<file path="config.mk">
export PLATFORM = sky130hd
export DESIGN_NAME = scl_period_gen
export DESIGN_NICKNAME = d
export VERILOG_FILES = /design/src/rtl/scl_pgen_pkg.sv /design/src/rtl/scl_cnt_bank.sv /design/src/rtl/scl_period_sel.sv /design/src/rtl/scl_phase_fsm.sv /design/src/rtl/scl_period_gen.sv
export SDC_FILE = /design/constraint.sdc
export NUM_CORES = 1
export LEC_CHECK = 0
export ABC_AREA = 1
export BUFFER_PORTS_ARGS = -buffer_cell sky130_fd_sc_hd__buf_2
export CORE_AREA = 5 5 88 171
export DETAILED_ROUTE_END_ITERATION = 6
export DIE_AREA = 0 0 93 176
export PLACE_DENSITY_LB_ADDON = 0.05
export SYNTH_ARGS = -nofsm -noshare
export SYNTH_HDL_FRONTEND = slang
export SYNTH_SLANG_ARGS = --single-unit
</file>
<file path="constraint.sdc">
create_clock -name clk -period 2.14 [get_ports clk]
set_input_delay 0.214 -clock clk [delete_from_list [all_inputs] [get_ports clk]]
set_output_delay 0.214 -clock clk [all_outputs]
set_load 0.05 [all_outputs]
</file>
<file path="src/rtl/scl_pgen_pkg.sv">
package scl_pgen_pkg;

   typedef enum logic [1:0] {
      PH_IDLE = 2'd0,
      PH_LOW  = 2'd1,
      PH_HIGH = 2'd2
   } scl_phase_e;

   localparam logic [1:0] SEL_STD_HIGH  = 2'd0;
   localparam logic [1:0] SEL_STD_LOW   = 2'd1;
   localparam logic [1:0] SEL_FAST_HIGH = 2'd2;
   localparam logic [1:0] SEL_FAST_LOW  = 2'd3;

endpackage

</file>
<file path="src/rtl/scl_cnt_bank.sv">
module scl_cnt_bank
   import scl_pgen_pkg::*;
#(
   parameter int CNT_W      = 16,
   parameter int RST_STD_H  = 40,
   parameter int RST_STD_L  = 47,
   parameter int RST_FAST_H = 6,
   parameter int RST_FAST_L = 13
) (
   input  logic             clk,
   input  logic             rst_n,
   input  logic             lock,
   input  logic             wr_en,
   input  logic [1:0]       wr_addr,
   input  logic [CNT_W-1:0] wr_data,
   output logic [CNT_W-1:0] std_h,
   output logic [CNT_W-1:0] std_l,
   output logic [CNT_W-1:0] fast_h,
   output logic [CNT_W-1:0] fast_l
);

   logic wr_ok;
   assign wr_ok = wr_en && !lock;

   always_ff @(posedge clk or negedge rst_n) begin
      if (!rst_n) begin
         std_h  <= CNT_W'(RST_STD_H);
         std_l  <= CNT_W'(RST_STD_L);
         fast_h <= CNT_W'(RST_FAST_H);
         fast_l <= CNT_W'(RST_FAST_L);
      end else if (wr_ok) begin
         case (wr_addr)
            SEL_STD_HIGH:  std_h  <= wr_data;
            SEL_STD_LOW:   std_l  <= wr_data;
            SEL_FAST_HIGH: fast_h <= wr_data;
            default:       fast_l <= wr_data;
         endcase
      end
   end

endmodule

</file>
<file path="src/rtl/scl_period_sel.sv">
module scl_period_sel #(
   parameter int CNT_W    = 16,
   parameter int PER_W    = 20,
   parameter int MIN_LOW  = 6,
   parameter int MIN_HIGH = 8,
   parameter int LOW_OVH  = 1,
   parameter int HIGH_OVH = 8,
   parameter bit CLAMP_EN = 1'b1
) (
   input  logic             fast_sel,
   input  logic [CNT_W-1:0] std_h,
   input  logic [CNT_W-1:0] std_l,
   input  logic [CNT_W-1:0] fast_h,
   input  logic [CNT_W-1:0] fast_l,
   output logic [PER_W-1:0] l_eff,
   output logic [PER_W-1:0] h_eff
);

   logic [PER_W-1:0] l_raw, h_raw;
   logic [PER_W-1:0] l_cl, h_cl;

   assign l_raw = PER_W'(fast_sel ? fast_l : std_l);
   assign h_raw = PER_W'(fast_sel ? fast_h : std_h);

   generate
      if (CLAMP_EN) begin : g_clamp
         always_comb begin
            l_cl = (l_raw < PER_W'(MIN_LOW))  ? PER_W'(MIN_LOW)  : l_raw;
            h_cl = (h_raw < PER_W'(MIN_HIGH)) ? PER_W'(MIN_HIGH) : h_raw;
         end
      end else begin : g_raw
         assign l_cl = l_raw;
         assign h_cl = h_raw;
      end
   endgenerate

   assign l_eff = l_cl + PER_W'(LOW_OVH);
   assign h_eff = h_cl + PER_W'(HIGH_OVH);

endmodule

</file>
<file path="src/rtl/scl_phase_fsm.sv">
module scl_phase_fsm
   import scl_pgen_pkg::*;
#(
   parameter int PER_W = 20
) (
   input  logic             clk,
   input  logic             rst_n,
   input  logic             enable,
   input  logic             start_req,
   input  logic             scl_in,
   input  logic [PER_W-1:0] l_eff,
   input  logic [PER_W-1:0] h_eff,
   output logic             scl_drive_low,
   output logic             sample_stb,
   output logic             change_stb
);

   scl_phase_e       phase_q;
   logic [PER_W-1:0] cnt_q;
   logic [PER_W-1:0] hper_q;
   logic [PER_W-1:0] mid_q;
   logic             started_q;
   logic             hi_counting;
   logic             cnt_zero;

   assign cnt_zero    = (cnt_q == '0);
   assign hi_counting = (phase_q == PH_HIGH) && (started_q || scl_in);

   always_ff @(posedge clk or negedge rst_n) begin
      if (!rst_n) begin
         phase_q   <= PH_IDLE;
         cnt_q     <= '0;
         hper_q    <= '0;
         mid_q     <= '0;
         started_q <= 1'b0;
      end else if (!enable) begin
         phase_q   <= PH_IDLE;
         cnt_q     <= '0;
         hper_q    <= '0;
         mid_q     <= '0;
         started_q <= 1'b0;
      end else begin
         case (phase_q)
            PH_IDLE: begin
               if (start_req) begin
                  phase_q <= PH_LOW;
                  cnt_q   <= l_eff - 1'b1;
                  hper_q  <= h_eff;
               end
            end
            PH_LOW: begin
               if (cnt_zero) begin
                  phase_q   <= PH_HIGH;
                  cnt_q     <= hper_q - 1'b1;
                  mid_q     <= (hper_q - 1'b1) >> 1;
                  started_q <= 1'b0;
               end else begin
                  cnt_q <= cnt_q - 1'b1;
               end
            end
            PH_HIGH: begin
               if (hi_counting) begin
                  started_q <= 1'b1;
                  if (cnt_zero) begin
                     phase_q <= PH_LOW;
                     cnt_q   <= l_eff - 1'b1;
                     hper_q  <= h_eff;
                  end else begin
                     cnt_q <= cnt_q - 1'b1;
                  end
               end
            end
            default: phase_q <= PH_IDLE;
         endcase
      end
   end

   assign scl_drive_low = (phase_q == PH_LOW);
   assign change_stb    = (phase_q == PH_LOW) && cnt_zero;
   assign sample_stb    = hi_counting && (cnt_q == mid_q);

endmodule

</file>
<file path="src/rtl/scl_period_gen.sv">
module scl_period_gen #(
   parameter int CNT_W      = 16,
   parameter int MIN_LOW    = 6,
   parameter int MIN_HIGH   = 8,
   parameter int LOW_OVH    = 1,
   parameter int HIGH_OVH   = 8,
   parameter bit CLAMP_EN   = 1'b1,
   parameter int RST_STD_H  = 40,
   parameter int RST_STD_L  = 47,
   parameter int RST_FAST_H = 6,
   parameter int RST_FAST_L = 13
) (
   input  logic             clk,
   input  logic             rst_n,
   input  logic             enable,
   input  logic             fast_sel,
   input  logic             start_req,
   input  logic             cnt_wr_en,
   input  logic [1:0]       cnt_wr_addr,
   input  logic [CNT_W-1:0] cnt_wr_data,
   input  logic             scl_in,
   output logic             scl_drive_low,
   output logic             sample_stb,
   output logic             change_stb
);

   localparam int PER_W = CNT_W + 4;

   generate
      if (CNT_W < 4 || CNT_W > 24) begin : g_bad_width
         $error("scl_period_gen: CNT_W out of range 4..24");
      end
      if (LOW_OVH < 1 || HIGH_OVH < 1 || HIGH_OVH > 15) begin : g_bad_ovh
         $error("scl_period_gen: overhead values out of range");
      end
      if (MIN_LOW < 0 || MIN_HIGH < 0 || MIN_LOW >= (1 << CNT_W) || MIN_HIGH >= (1 << CNT_W)) begin : g_bad_min
         $error("scl_period_gen: minimum counts do not fit CNT_W");
      end
   endgenerate

   logic [CNT_W-1:0] std_h, std_l, fast_h, fast_l;
   logic [PER_W-1:0] l_eff, h_eff;

   scl_cnt_bank #(
      .CNT_W      (CNT_W),
      .RST_STD_H  (RST_STD_H),
      .RST_STD_L  (RST_STD_L),
      .RST_FAST_H (RST_FAST_H),
      .RST_FAST_L (RST_FAST_L)
   ) u_bank (
      .clk     (clk),
      .rst_n   (rst_n),
      .lock    (enable),
      .wr_en   (cnt_wr_en),
      .wr_addr (cnt_wr_addr),
      .wr_data (cnt_wr_data),
      .std_h   (std_h),
      .std_l   (std_l),
      .fast_h  (fast_h),
      .fast_l  (fast_l)
   );

   scl_period_sel #(
      .CNT_W    (CNT_W),
      .PER_W    (PER_W),
      .MIN_LOW  (MIN_LOW),
      .MIN_HIGH (MIN_HIGH),
      .LOW_OVH  (LOW_OVH),
      .HIGH_OVH (HIGH_OVH),
      .CLAMP_EN (CLAMP_EN)
   ) u_sel (
      .fast_sel (fast_sel),
      .std_h    (std_h),
      .std_l    (std_l),
      .fast_h   (fast_h),
      .fast_l   (fast_l),
      .l_eff    (l_eff),
      .h_eff    (h_eff)
   );

   scl_phase_fsm #(
      .PER_W (PER_W)
   ) u_fsm (
      .clk           (clk),
      .rst_n         (rst_n),
      .enable        (enable),
      .start_req     (start_req),
      .scl_in        (scl_in),
      .l_eff         (l_eff),
      .h_eff         (h_eff),
      .scl_drive_low (scl_drive_low),
      .sample_stb    (sample_stb),
      .change_stb    (change_stb)
   );

endmodule

</file>
# Word level (Yosys, flattened, before mapping)
# Index checks and enable logic that the tools add are counted.
[totals] regBits=127 input_bits=25 wordCells=78 out_inout_bits=3
[op_classes] n_reduce_logical=19 eq_ne=14 add_sub_neg=5 magnitude_cmp=2 bitwise=1 muxes=28
[ops] op="2-to-1 mux 20 bit" count=14
[ops] op="case mux 20 bit (3 select lines)" count=1
[ops] op="subtractor 20 x 1 -> 20 bit (second input constant)" count=3
[ops] op="case mux 20 bit (2 select lines)" count=1
[ops] op="2-to-1 mux 16 bit" count=2
[ops] op="adder 20 x 1 -> 20 bit (second input constant)" count=1
[ops] op="adder 20 x 4 -> 20 bit (second input constant)" count=1
[ops] op="equality test 20 bit" count=1
[ops] op="logical NOT 20 bit" count=1
[ops] op="less-than comparator 20 x 3 -> 1 bit (second input constant)" count=1
[ops] op="less-than comparator 20 x 4 -> 1 bit (second input constant)" count=1
[ops] op="2-to-1 mux 2 bit" count=5
[ops] op="AND reduction 2 bit" count=5
[ops] op="!= test 3 x 2 -> 1 bit (second input constant)" count=3
[ops] op="AND reduction 4 bit" count=2
[ops] op="!= test 3 x 1 -> 1 bit (second input constant)" count=2
[ops] op="case mux 2 bit (3 select lines)" count=1
[ops] op="AND reduction 3 bit" count=2
[ops] op="equality test 2 x 1 -> 1 bit (second input constant)" count=2
[ops] op="equality test 2 bit (second input constant)" count=2
[ops] op="logical AND 1 bit" count=4
[ops] op="logical NOT 2 bit" count=2
[ops] op="!= test 2 x 1 -> 1 bit (second input constant)" count=2
[ops] op="!= test 4 x 1 -> 1 bit (second input constant)" count=1
[ops] op="other kinds (7)" count=9

# Longest topological paths before layout
[logic_depth] word_depth=9 mapped_depth=17 ltp_nobuf=15

# By module
# Synthesis repeated with hierarchy kept, for this count alone.
[hier_totals] cells_unflattened=1249 area_unflattened_um2=8851.0
[modules_own_cells] mod="scl_phase_fsm" area_each_um2=4911.0 seq_area_each_um2=1551.5 n_inst=1 cells_each=729
[modules_own_cells] mod="scl_cnt_bank" area_each_um2=2630.0 seq_area_each_um2=1616.6 n_inst=1 cells_each=285
[modules_own_cells] mod="scl_period_sel" area_each_um2=1310.0 seq_area_each_um2=0.0 n_inst=1 cells_each=235

# Least setup slack after synthesis
# No wires, ideal clock.
[synth_path] kind="input port to flip-flop" start="in fast_sel" end="reg u_fsm.hper_q[11]" setup_slack_ns=0.194 setup_time_ns=0.083 n_path_buf=2 arrival_ns=1.864 required_time_ns=2.057 path_stages=14 cell_sequence="buf_4 -> buf_2 -> o21ai_1 -> inv_1 -> nor3_1 -> nand3_1 -> nand2_1 -> ha_1 -> nand2_1 -> nor2_1 -> nand2_1 -> nand2_1 -> nand3_1 -> o21ai_0"
[synth_via] elab_chain_cells=8 elab_cells_between_ends=9 cone_classes="1 x add/sub; 1 x order compare; 7 x mux"
[synth_rtl] item="from (decl)" line="scl_period_gen.sv:16" source="input logic fast_sel,"
[synth_rtl] item="2-to-1 mux 16 bit *" line="scl_period_sel.sv:23" source="assign h_raw = PER_W'(fast_sel ? fast_h : std_h);"
[synth_rtl] item="less-than comparator 20 x 4 -> 1 bit" line="scl_period_sel.sv:29" source="h_cl = (h_raw < PER_W'(MIN_HIGH)) ? PER_W'(MIN_HIGH) : h_raw;"
[synth_rtl] item="2-to-1 mux 20 bit *" line="scl_period_sel.sv:29"
[synth_rtl] item="adder 20 x 4 -> 20 bit *" line="scl_period_sel.sv:38" source="assign h_eff = h_cl + PER_W'(HIGH_OVH);"
[synth_rtl] item="2-to-1 mux 20 bit" line="scl_phase_fsm.sv:64" source="if (cnt_zero) begin"
[synth_rtl] item="2-to-1 mux 20 bit" line="scl_phase_fsm.sv:62" source="if (hi_counting) begin"
[synth_rtl] item="case mux 20 bit (2 select lines) *" line="scl_phase_fsm.sv:43" source="case (phase_q)"
[synth_rtl] item="2-to-1 mux 20 bit *" line="scl_phase_fsm.sv:36" source="end else if (!enable) begin"
[synth_rtl] item="to (signal assigned)" line="scl_phase_fsm.sv:39" source="hper_q <= '0;"
[synth_rtl] item="to (signal assigned)" line="scl_phase_fsm.sv:48" source="hper_q <= h_eff;"
[synth_rtl] item="to (signal assigned)" line="scl_phase_fsm.sv:67" source="hper_q <= h_eff;"
[synth_rtl] item="to (decl)" line="scl_phase_fsm.sv:20" source="logic [PER_W-1:0] hper_q;"
# Mark *: on every way between the ends. The rest lies on a longest branch, timed or not. The select of a mux whose other input is x is not followed.
# A chain may end at the register's enable or synchronous reset.

# Worst setup path after layout
[layout_path] start="reg u_fsm.cnt_q[9]" end="out sample_stb"
[layout_via] elab_chain_cells=2
[layout_rtl] item="from (decl)" line="scl_phase_fsm.sv:19" source="logic [PER_W-1:0] cnt_q;"
[layout_rtl] item="from (signal assigned)" line="scl_phase_fsm.sv:47" source="cnt_q <= l_eff - 1'b1;"
[layout_rtl] item="from (signal assigned)" line="scl_phase_fsm.sv:54" source="cnt_q <= hper_q - 1'b1;"
[layout_rtl] item="from (signal assigned)" line="scl_phase_fsm.sv:58" source="cnt_q <= cnt_q - 1'b1;"
[layout_rtl] item="equality test 20 bit" line="scl_phase_fsm.sv:80" source="assign sample_stb = hi_counting && (cnt_q == mid_q);"
[layout_rtl] item="logical AND 1 bit" line="scl_phase_fsm.sv:80"
[layout_rtl] item="to (decl)" line="scl_period_gen.sv:23" source="output logic sample_stb,"
# Every way passes these cells.

==> results.yml <==
run_status:
  outcome: "complete, no violations"
critical_path:
  crit_start: "u_fsm.cnt_q[9]$_DFFE_PN0P_"
  critical_path_class: "register to output port"
  r2r-end: "u_fsm.cnt_q[5]$_DFFE_PN0P_"
  path_cells: "buf_4 -> inv_4 -> o22ai_1 -> nor4_2 -> nand4_1 -> nor2_2 -> buf_6"
  crit_fanout: 5
  cp_top_family: "simple AND/OR/NAND/NOR gates"
  worstRegToRegCells: 9
  critical_path_buf_inv_count: 3
  r2r_slack_ns: 0.08
  end_kind: "output port"
  endpoint: "sample_stb"
  cp_slowest_cell: "dfrtp_1"
  worstPathRequired_ns: 1.93
  slowest_delay_ns: 0.38
  path_depth: 7
  arrival_ns: 1.89
  critPathLaunchType: "register"
  rr_startpoint: "u_fsm.cnt_q[2]$_DFFE_PN0P_"
place:
  place_area_sq_um: 8000
  dp.cells: 1240
  pre_cts_ws_ns: 0.0358
  port_buffers: 27
  hpwl_mm: 18.5
  gp_congestion: 0.960
drt:
  drc_errors: 0
  drt-initial-drc-count: 411
  wl_per_cell_microns: 18.6
  routed_via_density: 5.49
  via_count: 7033
  routed_wl_mm: 23.9
  drt_first_pass_iters: 5
  ant_nets: 0
logic_synthesis:
  synth_common_cells: "341 x nand2_1, 117 x inv_1, 111 x dfrtp_1, 108 x o21ai_0, 97 x nor2_1"
  async_flop_share: 1.00
  syn_avg_cell_area_sq_um: 7.13
  synth_largest_area_cell: "dfrtp_1"
  synth_cell_types: 40
  ys_ff_latch: 123
  yosys_most_used_dff: "dfrtp_1"
  yosys-top-cells-area: "dfrtp_1 38%, nand2_1 18%, o21ai_0 7.4%"
  synth-seq-area-share: 0.425
  syn_area_sq_um: 7270
  synth_edf_count: 0
  syn_inst: 1020
  synth_nets: 1053
  synth_top_area_share: 0.382
  synth_most_common_cell: "nand2_1"
  yosysWarnings: 0
floorplan:
  core_sq_um: 13500
  die_h_microns: 176
  die_w_microns: 93
  dieArea_sq_um: 16400
  rows: 60
  initial_core_util: 0.538
  num_io_pins: 28
hold_path:
  min_path_type: "input pin to register"
global_routing:
  grt_max_degree: 49
  antenna_found_initial: 0
  grtUsageTotal: 0.305
  grt_pass1_wl_mm: 37.2
  grt-ovfl-total: 0
  grt_pass1_vias: 7146
sta:
  fin_crit_ns: 2.10
  drv_slew: 0
  holdWs_ns: 0.0829
  fin_ws_ns: 0.0370
  worst_pin_slew_ns: 0.560
  fmax_mhz: 476
  final.setup.tns_ns: 0
  clock_skew_ns: 0.0114
  timing.final.crit_share: 0.983
  setup_viol: 0
  hold_viol: 0
  max-slew-margin-rel: 0.623
layout:
  nets: 1147
  num_antenna_cells: 0
  fillCellCount: 1290
  instances_no_fill: 1282
  area_delta_synth_final_pct: 21.0
  fin_util: 0.652
  drive_gt1_frac: 0.184
  seqCellArea_sq_um: 3100
  multiInputGateArea_sq_um: 3640
  design_area_sq_um: 8800
job:
  drv_cap: 0
power:
  total_power_mw: 12.2
  p_leak_nw: 4.51
  power_density_nw_per_um2: 1390
  vdd_drop_max_mv: 0.719
clock_tree:
  cts.sinks: 123
  numCtsBuffers: 17
  htree_levels: 4
  max-clock-path-buffers: 2
  cts-root-buf: "clkbuf_16"
  cts_tree: "yes"
  clk_pin_slew_worst_paths_ns: 0.07
  clock_latency_ns: 0.42
-- kinds of logic (layout without fill, tap and decap cells) --
group / Yosys count / in the layout / share of synthesized area
buffers and inverters: 151 / 258 / 0.0851
DFF: 123 / 123 / 0.425
muxes: 4 / 4 / 0.00550
and+or+nand+nor: 546 / 546 / 0.319
adders and majority gates: 8 / 8 / 0.0138
AOI/OAI and AO/OA: 160 / 160 / 0.118
xor gates and xnor gates: 28 / 28 / 0.0337
-- cell type report --
| type | count | area share |
|---|---|---|
| Multi-Input combinational cell | 746 | 0.414 |
| Clock buffer | 17 | 0.0483 |
| Clock inverter | 15 | 0.0200 |
| Timing Repair Buffer | 102 | 0.0887 |
| Tap cell | 155 | 0.0220 |
| Sequential cell | 123 | 0.352 |
| Inverter | 124 | 0.0556 |
-- worst min-delay path by stage --
stage                        start                           end  slack [ns]  depth (start not counted)
floorplan                    rst_n  u_bank.fast_h[0]$_DFFE_PN0P_       -0.08                          0
global route        cnt_wr_data[1]  u_bank.fast_h[1]$_DFFE_PN1P_        0.09                          3
global placement             rst_n   u_fsm.started_q$_DFFE_PN0P_        0.21                          1
finish              cnt_wr_data[3]   u_bank.std_l[3]$_DFFE_PN1P_        0.08                          3
CTS                 cnt_wr_data[3]   u_bank.std_l[3]$_DFFE_PN1P_        0.08                          3
detailed placement           rst_n   u_fsm.started_q$_DFFE_PN0P_        0.21                          1
-- layer usage --
layer | vias to the layer above | part of all wire | GRT usage
li1 | 3434 | - | -
met1 | 3278 | 0.34 | 0.288
met2 | 228 | 0.56 | 0.586
met3 | 93 | 0.031 | 0.0397
met4 | 0 | 0.074 | 0.207
met5 | - | 0 | 0
-- state kept, by name, summed over array words and instances (netlist names) --
| name | count |
|---|---|
| u_bank.fast_h | 16 |
| u_bank.std_l | 16 |
| u_fsm.cnt_q | 20 |
| u_bank.fast_l | 16 |
| u_fsm.phase_q | 2 |
| u_bank.std_h | 16 |
| u_fsm.mid_q | 19 |
| u_fsm.hper_q | 17 |
| u_fsm.started_q | 1 |
-- where the power goes --
group | total (mW) | switching [mW] | internal [mW]
Sequential | 3.28 | 0.424 | 2.86
Clock | 2.96 | 1.21 | 1.76
Combinational | 5.99 | 3.79 | 2.20
Total | 12.2 | 5.43 | 6.81
-- cells in the final DEF, fill, tap and decap left out, types with 3 or more instances in the layout --
cell type   instances
nand2_1           338
inv_1             108
dfrtp_1           108
o21ai_0           107
nor2_1             93
buf_4              68
nand3_1            61
buf_2              24
a21oi_1            23
clkbuf_16          17
xor2_1             16
o22ai_1            12
nand4_1            12
dfstp_2            12
inv_2              11
xnor2_1            11
nor2_2              9
nand2_2             9
o21ai_2             7
o21ai_1             7
inv_6               6
nor3_1              5
clkinvlp_4          5
ha_1                5
mux2i_1             4
buf_6               4
buf_12              4
nor2_4              3
inv_8               3
dfrtp_2             3
-- worst min-delay path, stage by stage --
cell and delay [ns]:
buf_2 0.09, inv_1 0.09, o21ai_0 0.10
-- repair_timing --
action	4_1_cts	5_1_grt
hold buffers	1	0
setup buffers	5	5
resized for setup	16	26
endpoints found under the hold margin	28	0
endpoints found under the setup margin	2	13
pin swaps	4	9
No activity file was read; power rests on OpenSTA's default activity.
